[src/rtl/regbank_pkg.sv]
package regbank_pkg;
  localparam int DATA_W = 32;
  localparam int STRB_W = DATA_W / 8;

  typedef enum logic [1:0] {FM_RO, FM_RW, FM_STICKY, FM_PULSE} fmode_e;

  typedef struct packed {
    logic [7:0]        word;
    logic [4:0]        lsb;
    logic [5:0]        width;
    fmode_e            mode;
    logic [DATA_W-1:0] rstv;
  } fdesc_t;

  function automatic fdesc_t mkf(int w, int l, int n, fmode_e m, logic [DATA_W-1:0] r);
    fdesc_t d;
    d.word = 8'(w); d.lsb = 5'(l); d.width = 6'(n); d.mode = m; d.rstv = r;
    return d;
  endfunction

  localparam int NFIELD   = 14;
  localparam int IRQ_WORD = 3;
  localparam int F_ID = 0, F_BUG = 1, F_MIN = 2, F_MAJ = 3, F_PLAT = 4;
  localparam int F_HOLD = 5, F_SCALE = 6, F_EVA = 7, F_EVB = 8;
  localparam int F_GO = 9, F_HALT = 10, F_NARROW = 11, F_OVR = 12, F_STAT = 13;

  localparam fdesc_t FIELDS [NFIELD] = '{
    mkf(0, 0, 32, FM_RO, '0),
    mkf(1, 0, 8, FM_RO, '0),
    mkf(1, 8, 8, FM_RO, '0),
    mkf(1, 16, 8, FM_RO, '0),
    mkf(1, 24, 8, FM_RO, '0),
    mkf(2, 0, 1, FM_RW, 32'h1),
    mkf(2, 8, 8, FM_RW, 32'h10),
    mkf(3, 0, 1, FM_STICKY, '0),
    mkf(3, 1, 1, FM_STICKY, '0),
    mkf(4, 0, 1, FM_PULSE, '0),
    mkf(4, 1, 1, FM_PULSE, '0),
    mkf(4, 2, 1, FM_RW, '0),
    mkf(4, 3, 1, FM_RO, '0),
    mkf(5, 0, 32, FM_RO, '0)
  };
endpackage

[src/rtl/rb_field.sv]
module rb_field
  import regbank_pkg::*;
#(
  parameter int              W    = 1,
  parameter int              LSB  = 0,
  parameter fmode_e          MODE = FM_RW,
  parameter logic [DATA_W-1:0] RSTV = '0
) (
  input  logic              clk,
  input  logic              rst_n,
  input  logic              wr_hit,
  input  logic [DATA_W-1:0] wdata,
  input  logic [DATA_W-1:0] wmask,
  input  logic              rd_hit,
  input  logic [DATA_W-1:0] hw_in,
  output logic [DATA_W-1:0] value,
  output logic [DATA_W-1:0] rd_word
);
  logic [W-1:0] d_slice, m_slice, rdv;

  assign d_slice = wdata[LSB +: W];
  assign m_slice = wmask[LSB +: W];

  generate
    if (MODE == FM_RW) begin : g_rw
      logic [W-1:0] q;
      always_ff @(posedge clk) begin
        if (!rst_n)      q <= RSTV[W-1:0];
        else if (wr_hit) q <= (q & ~m_slice) | (d_slice & m_slice);
      end
      assign rdv   = q;
      assign value = DATA_W'(q);
    end else if (MODE == FM_STICKY) begin : g_sticky
      logic [W-1:0] q;
      always_ff @(posedge clk) begin
        if (!rst_n) q <= RSTV[W-1:0];
        else        q <= (rd_hit ? '0 : q) | hw_in[W-1:0];
      end
      assign rdv   = q;
      assign value = DATA_W'(q);
    end else if (MODE == FM_PULSE) begin : g_pulse
      logic [W-1:0] q;
      always_ff @(posedge clk) begin
        if (!rst_n) q <= '0;
        else        q <= wr_hit ? (d_slice & m_slice) : '0;
      end
      assign rdv   = '0;
      assign value = DATA_W'(q);
    end else begin : g_ro
      assign rdv   = hw_in[W-1:0];
      assign value = DATA_W'(hw_in[W-1:0]);
    end
  endgenerate

  assign rd_word = DATA_W'(rdv) << LSB;

  logic unused_sink;
  assign unused_sink = ^{wdata, wmask, hw_in, rd_hit, wr_hit, d_slice, m_slice};
endmodule

[src/rtl/rb_core.sv]
module rb_core
  import regbank_pkg::*;
#(
  parameter int ADDR_W = 3
) (
  input  logic              clk,
  input  logic              rst_n,
  input  logic              wr_en,
  input  logic [ADDR_W-1:0] waddr,
  input  logic [DATA_W-1:0] wdata,
  input  logic [STRB_W-1:0] wstrb,
  input  logic              rd_en,
  input  logic [ADDR_W-1:0] raddr,
  output logic [DATA_W-1:0] rdata,
  input  logic [DATA_W-1:0] hw_in [NFIELD],
  output logic [DATA_W-1:0] fval  [NFIELD],
  output logic              irq
);
  logic [DATA_W-1:0] wmask;
  logic [DATA_W-1:0] rd_words [NFIELD];
  logic [NFIELD-1:0] irq_bits;
  logic [DATA_W-1:0] rd_next;

  for (genvar b = 0; b < STRB_W; b++) begin : g_lane
    assign wmask[8*b +: 8] = {8{wstrb[b]}};
  end

  for (genvar i = 0; i < NFIELD; i++) begin : g_fld
    localparam int WRD = int'(FIELDS[i].word);
    logic whit, rhit;
    assign whit = wr_en && (waddr == ADDR_W'(WRD));
    assign rhit = rd_en && (raddr == ADDR_W'(WRD));
    rb_field #(
      .W(int'(FIELDS[i].width)),
      .LSB(int'(FIELDS[i].lsb)),
      .MODE(FIELDS[i].mode),
      .RSTV(FIELDS[i].rstv)
    ) u_field (
      .clk(clk), .rst_n(rst_n), .wr_hit(whit), .wdata(wdata), .wmask(wmask),
      .rd_hit(rhit), .hw_in(hw_in[i]), .value(fval[i]), .rd_word(rd_words[i])
    );
    if (FIELDS[i].mode == FM_STICKY && WRD == IRQ_WORD) begin : g_irq
      assign irq_bits[i] = |fval[i];
    end else begin : g_noirq
      assign irq_bits[i] = 1'b0;
    end
  end

  always_comb begin
    rd_next = '0;
    for (int i = 0; i < NFIELD; i++) begin
      if (raddr == ADDR_W'(int'(FIELDS[i].word))) rd_next = rd_next | rd_words[i];
    end
  end

  always_ff @(posedge clk) begin
    if (!rst_n)     rdata <= '0;
    else if (rd_en) rdata <= rd_next;
  end

  assign irq = |irq_bits;
endmodule

[src/rtl/axil_bridge.sv]
module axil_bridge
  import regbank_pkg::*;
#(
  parameter int ADDR_W = 3,
  localparam int AW = ADDR_W + 2
) (
  input  logic              clk,
  input  logic              rst_n,
  input  logic [AW-1:0]     s_awaddr,
  input  logic              s_awvalid,
  output logic              s_awready,
  input  logic [DATA_W-1:0] s_wdata,
  input  logic [STRB_W-1:0] s_wstrb,
  input  logic              s_wvalid,
  output logic              s_wready,
  output logic [1:0]        s_bresp,
  output logic              s_bvalid,
  input  logic              s_bready,
  input  logic [AW-1:0]     s_araddr,
  input  logic              s_arvalid,
  output logic              s_arready,
  output logic [DATA_W-1:0] s_rdata,
  output logic [1:0]        s_rresp,
  output logic              s_rvalid,
  input  logic              s_rready,
  output logic              nb_wr,
  output logic [ADDR_W-1:0] nb_waddr,
  output logic [DATA_W-1:0] nb_wdata,
  output logic [STRB_W-1:0] nb_wstrb,
  output logic              nb_rd,
  output logic [ADDR_W-1:0] nb_raddr,
  input  logic [DATA_W-1:0] nb_rdata
);
  logic              aw_full, w_full, bvalid_q, rvalid_q;
  logic [ADDR_W-1:0] aw_q;
  logic [DATA_W-1:0] w_q;
  logic [STRB_W-1:0] ws_q;
  logic              commit;

  assign s_awready = !aw_full;
  assign s_wready  = !w_full;
  assign commit    = aw_full && w_full && !bvalid_q;

  always_ff @(posedge clk) begin
    if (!rst_n) begin
      aw_full <= 1'b0; w_full <= 1'b0; bvalid_q <= 1'b0;
      aw_q <= '0; w_q <= '0; ws_q <= '0;
    end else begin
      if (s_awvalid && !aw_full) begin
        aw_full <= 1'b1;
        aw_q    <= s_awaddr[AW-1:2];
      end
      if (s_wvalid && !w_full) begin
        w_full <= 1'b1;
        w_q    <= s_wdata;
        ws_q   <= s_wstrb;
      end
      if (commit) begin
        aw_full  <= 1'b0;
        w_full   <= 1'b0;
        bvalid_q <= 1'b1;
      end else if (bvalid_q && s_bready) begin
        bvalid_q <= 1'b0;
      end
    end
  end

  assign nb_wr    = commit;
  assign nb_waddr = aw_q;
  assign nb_wdata = w_q;
  assign nb_wstrb = ws_q;
  assign s_bvalid = bvalid_q;
  assign s_bresp  = 2'b00;

  assign s_arready = !rvalid_q;
  assign nb_rd     = s_arvalid && !rvalid_q;
  assign nb_raddr  = s_araddr[AW-1:2];

  always_ff @(posedge clk) begin
    if (!rst_n)                  rvalid_q <= 1'b0;
    else if (nb_rd)              rvalid_q <= 1'b1;
    else if (rvalid_q && s_rready) rvalid_q <= 1'b0;
  end

  assign s_rvalid = rvalid_q;
  assign s_rdata  = nb_rdata;
  assign s_rresp  = 2'b00;

  logic unused_lo;
  assign unused_lo = ^{s_awaddr[1:0], s_araddr[1:0]};
endmodule

[src/rtl/field_regbank.sv]
module field_regbank
  import regbank_pkg::*;
#(
  parameter int          ADDR_W       = 3,
  parameter logic [31:0] ID_WORD      = 32'h6169616d,
  parameter logic [7:0]  VER_MAJOR    = 8'd1,
  parameter logic [7:0]  VER_MINOR    = 8'd2,
  parameter logic [7:0]  VER_BUGFIX   = 8'd3,
  parameter logic [7:0]  VER_PLATFORM = 8'd0,
  localparam int AXI_AW = ADDR_W + 2
) (
  input  logic              clk,
  input  logic              rst_n,
  input  logic [AXI_AW-1:0] s_awaddr,
  input  logic              s_awvalid,
  output logic              s_awready,
  input  logic [31:0]       s_wdata,
  input  logic [3:0]        s_wstrb,
  input  logic              s_wvalid,
  output logic              s_wready,
  output logic [1:0]        s_bresp,
  output logic              s_bvalid,
  input  logic              s_bready,
  input  logic [AXI_AW-1:0] s_araddr,
  input  logic              s_arvalid,
  output logic              s_arready,
  output logic [31:0]       s_rdata,
  output logic [1:0]        s_rresp,
  output logic              s_rvalid,
  input  logic              s_rready,
  input  logic [31:0]       status_word,
  input  logic              overrun_in,
  input  logic [1:0]        ev_in,
  output logic              core_hold_o,
  output logic [7:0]        scale_o,
  output logic              narrow_o,
  output logic              go_o,
  output logic              halt_o,
  output logic              irq_o
);
  logic              nb_wr, nb_rd;
  logic [ADDR_W-1:0] nb_waddr, nb_raddr;
  logic [DATA_W-1:0] nb_wdata, nb_rdata;
  logic [STRB_W-1:0] nb_wstrb;
  logic [DATA_W-1:0] hw_in [NFIELD];
  logic [DATA_W-1:0] fval  [NFIELD];

  axil_bridge #(.ADDR_W(ADDR_W)) u_bridge (
    .clk(clk), .rst_n(rst_n),
    .s_awaddr(s_awaddr), .s_awvalid(s_awvalid), .s_awready(s_awready),
    .s_wdata(s_wdata), .s_wstrb(s_wstrb), .s_wvalid(s_wvalid), .s_wready(s_wready),
    .s_bresp(s_bresp), .s_bvalid(s_bvalid), .s_bready(s_bready),
    .s_araddr(s_araddr), .s_arvalid(s_arvalid), .s_arready(s_arready),
    .s_rdata(s_rdata), .s_rresp(s_rresp), .s_rvalid(s_rvalid), .s_rready(s_rready),
    .nb_wr(nb_wr), .nb_waddr(nb_waddr), .nb_wdata(nb_wdata), .nb_wstrb(nb_wstrb),
    .nb_rd(nb_rd), .nb_raddr(nb_raddr), .nb_rdata(nb_rdata)
  );

  always_comb begin
    for (int i = 0; i < NFIELD; i++) hw_in[i] = '0;
    hw_in[F_ID]   = ID_WORD;
    hw_in[F_BUG]  = DATA_W'(VER_BUGFIX);
    hw_in[F_MIN]  = DATA_W'(VER_MINOR);
    hw_in[F_MAJ]  = DATA_W'(VER_MAJOR);
    hw_in[F_PLAT] = DATA_W'(VER_PLATFORM);
    hw_in[F_EVA]  = DATA_W'(ev_in[0]);
    hw_in[F_EVB]  = DATA_W'(ev_in[1]);
    hw_in[F_OVR]  = DATA_W'(overrun_in);
    hw_in[F_STAT] = status_word;
  end

  rb_core #(.ADDR_W(ADDR_W)) u_core (
    .clk(clk), .rst_n(rst_n),
    .wr_en(nb_wr), .waddr(nb_waddr), .wdata(nb_wdata), .wstrb(nb_wstrb),
    .rd_en(nb_rd), .raddr(nb_raddr), .rdata(nb_rdata),
    .hw_in(hw_in), .fval(fval), .irq(irq_o)
  );

  assign core_hold_o = fval[F_HOLD][0];
  assign scale_o     = fval[F_SCALE][7:0];
  assign narrow_o    = fval[F_NARROW][0];
  assign go_o        = fval[F_GO][0];
  assign halt_o      = fval[F_HALT][0];

  logic unused_fv;
  assign unused_fv = ^{fval[F_ID], fval[F_BUG], fval[F_MIN], fval[F_MAJ], fval[F_PLAT],
                       fval[F_EVA], fval[F_EVB], fval[F_OVR], fval[F_STAT],
                       fval[F_HOLD][31:1], fval[F_SCALE][31:8], fval[F_NARROW][31:1],
                       fval[F_GO][31:1], fval[F_HALT][31:1]};
endmodule

[config.mk]
export PLATFORM = sky130hd
export DESIGN_NAME = field_regbank
export DESIGN_NICKNAME = d
export VERILOG_FILES = /design/src/rtl/regbank_pkg.sv /design/src/rtl/rb_field.sv /design/src/rtl/rb_core.sv /design/src/rtl/axil_bridge.sv /design/src/rtl/field_regbank.sv
export SDC_FILE = /design/constraint.sdc
export NUM_CORES = 1
export LEC_CHECK = 0
export BUFFER_PORTS_ARGS = -buffer_cell sky130_fd_sc_hd__buf_4
export CORE_MARGIN = 3
export CORE_UTILIZATION = 40
export CTS_BUF_LIST = sky130_fd_sc_hd__clkbuf_4 sky130_fd_sc_hd__clkbuf_8 sky130_fd_sc_hd__clkbuf_16
export CTS_CLUSTER_DIAMETER = 100
export DETAILED_ROUTE_END_ITERATION = 8
export HOLD_SLACK_MARGIN = 0.06
export MAX_ROUTING_LAYER = met4
export PLACE_DENSITY = 0.63
export SYNTH_ARGS = -nofsm -noshare
export SYNTH_HDL_FRONTEND = slang
export SYNTH_HIERARCHICAL = 1
export SYNTH_SLANG_ARGS = --single-unit
[constraint.sdc]
create_clock -name clk -period 4.3 [get_ports clk]
set_input_delay 0.86 -clock clk [delete_from_list [all_inputs] [get_ports clk]]
set_output_delay 0.86 -clock clk [all_outputs]
set_load 0.02 [all_outputs]
; ---- Yosys cells after proc, flatten, opt, wreduce, memory -nomap -nowiden
; Index checks and enable logic that the tools add are counted.
; W data, S select, Z words.
[op_classes]
n_eq_ne = 7
muxes = 17
bitwise = 22
n_reduce_logical = 20
[ops]
columns = operator, count
row1 = $mux W32, 7
row2 = $or A32 B1 Y32, 1
row3 = $or A32 B16 Y32, 1
row4 = $or A32 B2 Y32, 1
row5 = $or A32 B3 Y32, 1
row6 = $or A32 B32 Y32, 1
row7 = $or A32 B4 Y32, 1
row8 = $mux W31, 1
row9 = $or A31 B1 Y31, 1
row10 = $mux W17, 1
row11 = $and A8 B8 Y8, 2
row12 = $logic_and A1 B1 Y1, 10
row13 = $mux W10, 1
row14 = $eq A3 B2 Y1 const B, 3
row15 = $eq A3 B3 Y1 const B, 3
row16 = $not A8 Y8, 1
row17 = $or A8 B8 Y8, 1
row18 = $mux W1, 6
row19 = $and A1 B1 Y1, 5
row20 = $logic_not A1 Y1, 4
row21 = $or A1 B1 Y1, 4
row22 = $reduce_bool A2 Y1, 2
row23 = $reduce_or A2 Y1, 2
row24 = $eq A3 B1 Y1 const B, 1
row25 = 4 further kinds, 5
[word_totals]
ff_bits = 71
input_bits = 88
out_inout_bits = 54

; ---- Logic depth before layout (Yosys ltp)
; Gate-level depths: netlist of run 1.
[depth]
word_depth = 19
mapped_depth = 8

; ---- Modules after synthesis
; Netlist of run 1, hierarchy kept.
[by_module_without_submodules]
columns = mod, instances, cells_per_inst, area_per_inst_um2, seq_area_each_um2
row1 = rb_core, 1, 435, 3294.4, 640.6
row2 = rb_field at u_core.g_fld[12].u_field ..., 5, 65, 484.2, 0.0
row3 = axil_bridge, 1, 228, 2113.3, 860.8
row4 = rb_field at u_core.g_fld[7].u_field ..., 2, 68, 525.5, 20.0
row5 = rb_field at u_core.g_fld[10].u_field ..., 2, 67, 513.0, 20.0
row6 = rb_field at u_core.g_fld[0].u_field ..., 2, 64, 480.5, 0.0
row7 = rb_field at u_core.g_fld[6].u_field, 1, 98, 768.2, 160.2
row8 = rb_field at u_core.g_fld[5].u_field, 1, 69, 526.8, 20.0
row9 = rb_field at u_core.g_fld[11].u_field, 1, 70, 525.5, 20.0
row10 = field_regbank, 1, 2, 7.5, 0.0

; ---- Worst setup path after synthesis of run 1
; No wires, ideal clock.
[synth_timing]
path_type = reg-to-output
start = register u_core.g_fld[8].u_field.g_sticky.q
end = output irq_o
t_arrival_ns = 1.406
slack_ns = 2.034
stages_incl_launch_ff = 5
path_cell_list = dfxtp_1 buf_4 nor4_1 nand4_1 or4_1
[synth_between]
elab_chain_cells = 1
[synth_rtl]
columns = item, line
row1 = "start, declared", rb_field.sv:34  ; logic [W-1:0] q;
row2 = "start signal, assigned", rb_field.sv:36  ; if (!rst_n) q <= RSTV[W-1:0];
row3 = "start signal, assigned", rb_field.sv:37  ; else q <= (rd_hit ? '0 : q) | hw_in[W-1:0];
row4 = $reduce_or A2 Y1, rb_core.sv:61  ; assign irq = |irq_bits;
row5 = "end, declared", field_regbank.sv:39  ; output logic irq_o
; No other way between the ends.

; ---- Final worst setup path of run 1
; Same ends and word-level chain as after synthesis.

==> flow_summary.toml, run 1 <==
[placed_design]
postPlaceCellArea_um2 = 7370
io_buffer_count = 110
gp_congestion = 0.705
hpwlAfterDp_um = 10000

[timing]
whs_ns = 0.450
worstMarginPinSlew_ns = 1.26
fmax_mhz = 381
slew_headroom = 0.156
fin_crit_sh = 0.611
setup_viol = 0
final.setup.tns_ns = 0
finalClockSkew_ns = 0.0115
rsz0062_at_grt = "no"
layout_min_cycle_time_ns = 2.63
slew_violations = 0
finalHoldViolCount = 0

[critical_path]
arrival_ns = 1.77
required_ns = 3.44
cp_max_fo = 3
setup.worst_path.start_class = "flip-flop"
worst_r2r_startpoint = "u_bridge/w_full"
critPathLaunch = "u_core/g_fld[8].u_field/g_sticky.q"
ff2ff_setup_slack_ns = 2.04
cp-end-kind = "output pin"
reg2regPathDepth = 5
worstSetupPathType = "flip-flop to output pin"
cp-endpoint = "irq_o"

[drt]
drtAntennaViolNets = 0
drt_iter0_drc = 123
drt_pass1_iterations = 4
drc = 0
viasPerCell = 3.70
vias = 5203
wirelength_um = 14500
wire_per_inst_um = 10.3

[pwr]
power_density_nw_per_um2 = 249
total_power_mw = 1.91
p_leak_nw = 3.73
peakVddDrop_mv = 0.162

[die]
initial_core_util = 0.409
num_io_pins = 142
fp.dieH_um = 156
die_w_um = 156
rows = 54
die_area_um2 = 24300
core_um2 = 22000

[global_route]
antenna_found_initial = 0
grt_util_met1 = 0.158
grt_pass1_vias = 4768
busiest_layer = "met2"
use_met3 = 0.0247
grt_usage = 0.127
grt-ovfl-total = 0
use_met2 = 0.209
grt_first_pass_wirelength_um = 23800
grt_max_degree = 91

[final_layout]
stdcell_area_um2 = 7670
diodes = 0
drive_above_1_share = 0.143
syn2layout_area_growth_pct = -14.6
nets = 1211
final_common_cell = "conb_1"
final_cell_mix = "469 x conb_1, 114 x buf_4, 66 x dfxtp_1, 61 x o21ai_1, 59 x nand2_1"
final_core_util = 0.350
fillers = 2384

[clocking]
cts_root_buf = "clkbuf_16"
htree_levels = 3
post_cts_resized = 0
cts_buffers = 9
clkTransAtPathRegs_ns = 0.07
cts_hold_buf = 0
clock_sinks = 66
tritoncts = "yes"
cts_setup_buffers = 0
clock_latency_ns = 0.34
clockBufferDepth = 2

[logic_synthesis]
yosysWarnings = 6
syn_avg_cell_area_um2 = 7.81
syn_inst = 1151
syn_area_um2 = 8980

[run]
cap_viol_max_count = 0

[hold_path]
hold_class = "flip-flop to flip-flop"

[outcome]
status = "finished clean"
where the power goes:
part	switching, mW	leakage (nW)	internal (mW)
sequential	0.0260	0.543	0.653
combinational	0.261	3.05	0.177
clock	0.334	0.145	0.460
per-stage QoR:
step | setup WS, ns | instances
2_1_floorplan | 2.03 | 1605
4_1_cts | 1.64 | 1408
3_5_place_dp | 1.44 | 1392
6_report | 1.67 | 1408
3_3_place_gp | 1.44 | 1392
5_1_grt | 1.56 | 1408
worst min path at each step:
stage                           from                     to  depth (start not counted)
3_5_place_dp    u_bridge/nb_wdata[2]              flip-flop                          2
6_report       u_bridge/nb_wdata[10]              flip-flop                          2
2_1_floorplan  u_bridge/nb_wdata[12]  u_bridge/nb_wdata[12]                          2
4_1_cts         u_bridge/nb_wdata[2]              flip-flop                          2
5_1_grt         u_bridge/nb_wdata[2]   u_bridge/nb_wdata[2]                          2
3_3_place_gp   u_bridge/nb_wdata[12]  u_bridge/nb_wdata[12]                          2
worst max-delay path, stage by stage, from the launching register on:
cell	delay (ns)
dfxtp_1	0.32
nor4_1	0.27
nand4_1	0.13
or4_1	0.53
buf_4	0.17
metal layers:
| layer | vias up | share of wire |
|---|---|---|
| met5 | - | 0 |
| met4 | 0 | 0.011 |
| met2 | 67 | 0.47 |
| li1 | 2898 | - |
| met3 | 14 | 0.035 |
| met1 | 2224 | 0.48 |
cell type report:
| type | count | area [um2] | share of cell area |
|---|---|---|---|
| inverters | 5 | 18.8 | 0.00245 |
| multi-input cells | 926 | 4800 | 0.626 |
| repair buffers | 115 | 876 | 0.114 |
| clock inverters | 7 | 82.6 | 0.0108 |
| well taps | 280 | 350 | 0.0456 |
| clock buffers | 9 | 225 | 0.0293 |
| flip-flops and latches | 66 | 1320 | 0.172 |
(Power assumes the default switching activity.)
==> inputs of run 2 (changes only) <==
PLACE_DENSITY = 0.65   (was 0.63)
clock period = 2.4 ns   (was 4.3 ns; I/O delays follow)
==> flow_summary.toml, run 2 (synthesis gave the netlist of run 1 again) <==
[outcome]
status = "finished clean"

[timing]
fin_crit_sh = 0.944
worstMarginPinSlew_ns = 0.961
finalClockSkew_ns = 0.00441
slew_violations = 0
rsz0062_at_grt = "no"
layout_min_cycle_time_ns = 2.26
finalHoldViolCount = 0
fmax_mhz = 442
setup_viol = 0
final.setup.tns_ns = 0
slew_headroom = 0.358
whs_ns = 0.364

[drt]
vias = 5298
drtAntennaViolNets = 0
drc = 0
drt_pass1_iterations = 4
viasPerCell = 3.73
drt_iter0_drc = 167
wirelength_um = 14700
wire_per_inst_um = 10.3

[clocking]
clock_latency_ns = 0.34
htree_levels = 3
post_cts_resized = 0
tritoncts = "yes"
clockBufferDepth = 2
cts_buffers = 9
clkTransAtPathRegs_ns = 0.06
cts_root_buf = "clkbuf_16"
clock_sinks = 66
cts_hold_buf = 0
cts_setup_buffers = 0

[die]
fp.dieH_um = 156
num_io_pins = 142
core_um2 = 22000
die_area_um2 = 24300
rows = 54
initial_core_util = 0.409
die_w_um = 156

[placed_design]
io_buffer_count = 110
gp_congestion = 0.733
hpwlAfterDp_um = 10900

[final_layout]
syn2layout_area_growth_pct = -13.3
drive_above_1_share = 0.152
fillers = 2304
final_core_util = 0.355
final_common_cell = "conb_1"
nets = 1223
final_cell_mix = "469 x conb_1, 124 x buf_4, 66 x dfxtp_1, 61 x o21ai_1, 59 x nand2_1"

[run]
cap_viol_max_count = 0

[hold_path]
hold_depth = 2
holdPathEnd = "u_core/g_fld[8].u_field/g_sticky.q"
min_from = "ev_in[1]"
hold_class = "primary input to flip-flop"

[pwr]
power_density_nw_per_um2 = 441
peakVddDrop_mv = 0.322
p_leak_nw = 3.80

[global_route]
grt_first_pass_wirelength_um = 23600
grt_max_degree = 47
grt_pass1_vias = 4678
antenna_found_initial = 1
grt-ovfl-total = 0
grt_usage = 0.126

[critical_path]
ff2ff_setup_slack_ns = 0.73
reg2regPathDepth = 5
reg2reg_to = "u_core/rdata[5]"
cp_max_fo = 3
required_ns = 1.92
worst_r2r_startpoint = "u_bridge/s_rvalid"
cp-end-kind = "output pin"
setup.worst_path.start_class = "flip-flop"
worstSetupPathType = "flip-flop to output pin"
arrival_ns = 1.78
run 2: worst max path at each step:
stage	from	to	slack [ns]	depth (start not counted)
finish	u_core/g_fld[7].u_field/g_sticky.q	irq_o	0.14	4
global route	u_core/g_fld[7].u_field/g_sticky.q	irq_o	0.05	4
CTS	u_core/g_fld[7].u_field/g_sticky.q	irq_o	0.10	4
detailed placement	s_araddr[3]	u_core/rdata[9]	0.31	5
global placement	s_araddr[3]	u_core/rdata[9]	0.35	5
floorplan	u_core/g_fld[8].u_field/g_sticky.q	irq_o	0.51	4
run 2: final cells by class:
class | instances | area, um2 | area share
Tap cell | 280 | 350 | 0.0450
Clock inverter | 7 | 82.6 | 0.0106
Sequential cell | 66 | 1320 | 0.170
Antenna cell | 1 | 2.50 | 0.000321
Timing Repair Buffer | 127 | 991 | 0.127
Clock buffer | 9 | 225 | 0.0289
Multi-Input combinational cell | 926 | 4800 | 0.616
Inverter | 5 | 18.8 | 0.00241
run 2: per-layer routing:
layer	up-vias	track usage	share of wire	routed length (um)
met5	-	-	0	0
met4	0	0.0395	0.016	240
met3	17	0.0241	0.038	559
met2	86	0.209	0.48	7050
met1	2279	0.153	0.47	6850
li1	2916	-	-	-
run 2: worst max-delay path, stage by stage (launching register included):
cell and delay, ns:
dfxtp_1 0.32, nor4_1 0.28, nand4_1 0.13, or4_1 0.54
buf_4 0.17
run 2: stage by stage:
stage          area, um2  total power, mW  instances  setup slack, ns
2_1_floorplan      10700             2.46       1605            0.514
3_3_place_gp        7480             2.04       1404            0.349
3_5_place_dp        7480             2.05       1404            0.307
4_1_cts             7790             3.49       1420            0.105
5_1_grt             7790             3.65       1421           0.0462
6_report            7790             3.43       1421            0.136
run 2: power breakdown:
part           internal (mW)  total, mW  switching [mW]
clock                  0.823       1.40           0.580
sequential              1.17       1.22          0.0455
combinational          0.335      0.814           0.479
total                   2.33       3.43            1.10
==> inputs of run 3 (changes only) <==
BUFFER_PORTS_ARGS = not set   (was -buffer_cell sky130_fd_sc_hd__buf_4)
CORE_UTILIZATION = 37   (was 40)
DONT_BUFFER_PORTS = 1   (was not set)
PLACE_DENSITY = 0.58   (was 0.65)
==> flow_summary.toml, run 3 (synthesis gave the netlist of run 1 again) <==
[final_layout]
final_cell_mix = "469 x conb_1, 66 x dfxtp_1, 61 x o21ai_1, 59 x nand2_1, 47 x nor4_1"
final_common_cell = "conb_1"
syn2layout_area_growth_pct = -22.1
stdcell_area_um2 = 6990
multi_input_comb_area_um2 = 4810
instances_no_fill = 1348
fillers = 2624
regArea_um2 = 1320
nets = 1111
drive_above_1_share = 0.0603

[global_route]
antenna_found_initial = 1
grt_first_pass_wirelength_um = 23900
grt-ovfl-total = 0
grt_usage = 0.120
grt_max_degree = 91
grt_pass1_vias = 4442

[hold_path]
hold_class = "primary input to flip-flop"
min_from = "rst_n"

[timing]
fmax_mhz = 453
rsz0062_at_grt = "no"
final.setup.tns_ns = 0
setup_viol = 0
layout_min_cycle_time_ns = 2.21
slew_violations = 0
worstMarginPinSlew_ns = 0.522
fin_crit_sh = 0.919
finalClockSkew_ns = 0.0101
finalHoldViolCount = 0
slew_headroom = 0.649

[drt]
wirelength_um = 14700
drt_iter0_drc = 108
viasPerCell = 3.58
drtAntennaViolNets = 0
vias = 4829
drt_pass1_iterations = 4
drc = 0
wire_per_inst_um = 10.9

[pwr]
peakVddDrop_mv = 0.272
p_leak_nw = 3.24
p_int_mw = 2.20
net-switching-power_mw = 1.07
combPwrFrac = 0.162
power_density_nw_per_um2 = 468
p_seq_frac = 0.393
pwr-share-clk = 0.445
swShare = 0.328

[clocking]
cts_root_buf = "clkbuf_16"
clkTransAtPathRegs_ns = 0.07
clock_sinks = 66
htree_levels = 3
clock_latency_ns = 0.34
tritoncts = "yes"
cts_buffers = 9
cts_setup_buffers = 0
clockBufferDepth = 2

[die]
core_um2 = 23700
rows = 56
die_area_um2 = 26200
num_io_pins = 142
fp.dieH_um = 162
initial_core_util = 0.379
die_w_um = 162

[critical_path]
worstSetupPathType = "flip-flop to output pin"
setup.worst_path.start_class = "flip-flop"
arrival_ns = 1.73
cp_max_fo = 3
required_ns = 1.92
cp-end-kind = "output pin"
critPathLaunch = "u_core/g_fld[7].u_field/g_sticky.q"
worst_r2r_startpoint = "u_bridge/s_rvalid"

[placed_design]
io_buffer_count = 0
gp_congestion = 0.730
dp_cells = 1331
postPlaceCellArea_um2 = 6680
hpwlAfterDp_um = 10600

[outcome]
status = "finished clean"

[run]
cap_viol_max_count = 0
[run 3: per-layer routing]
metal,up-vias,global-route usage,wire (um)
met3,8,0.0355,840
met2,68,0.196,6950
met4,0,0.0283,138
met5,-,-,0
met1,2051,0.145,6800
li1,2702,-,-
[run 3: area by class of cell]
type                    instances  share of cell area
clock inverters                 7              0.0118
well taps                     319              0.0571
multi-input cells             926               0.687
clock buffers                   9              0.0322
diodes                          1            0.000358
flip-flops and latches         66               0.189
inverters                       5             0.00268
repair buffers                 15              0.0197
[run 3: power groups by stage]
stage	Sequential, mW	Combinational [mW]	Clock [mW]
after global placement	1.31	0.515	0
after floorplan	1.23	1.23	0
final	1.29	0.530	1.46
after global routing	1.30	0.629	1.56
after detailed placement	1.32	0.518	0
after CTS	1.29	0.520	1.52
[run 3: worst max-delay path: stages, from the launching register on]
cell,delay (ns)
dfxtp_1,0.32
nor4_1,0.28
nand4_1,0.13
or4_1,0.66
[run 3: through the flow]
step / worst slack, ns / hold slack, ns / total power [mW] / utilization
2_1_floorplan: 0.514 / 0.430 / 2.46 / -
3_3_place_gp: 0.529 / 0.441 / 1.83 / 0.282
3_5_place_dp: 0.515 / 0.445 / 1.83 / 0.282
4_1_cts: 0.129 / 0.182 / 3.33 / 0.295
5_1_grt: 0.0412 / 0.203 / 3.49 / 0.295
6_report: 0.194 / 0.218 / 3.27 / 0.295
[run 3: timing repair]
action / CTS / global route
hold endpoints to repair: 0 / 0
endpoints found under the setup margin: 0 / 1
hold buffers: 0 / 0
gates resized for setup: 0 / 1
[run 3: final timing paths]
| path | cells past startpoint | to | slack, ns |
|---|---|---|---|
| min reg2reg | 2 | flip-flop | 0.45 |
| max reg2reg | 5 | u_core/rdata[23] | 0.75 |
| min | 1 | flip-flop | 0.22 |
| max | 3 | irq_o | 0.19 |
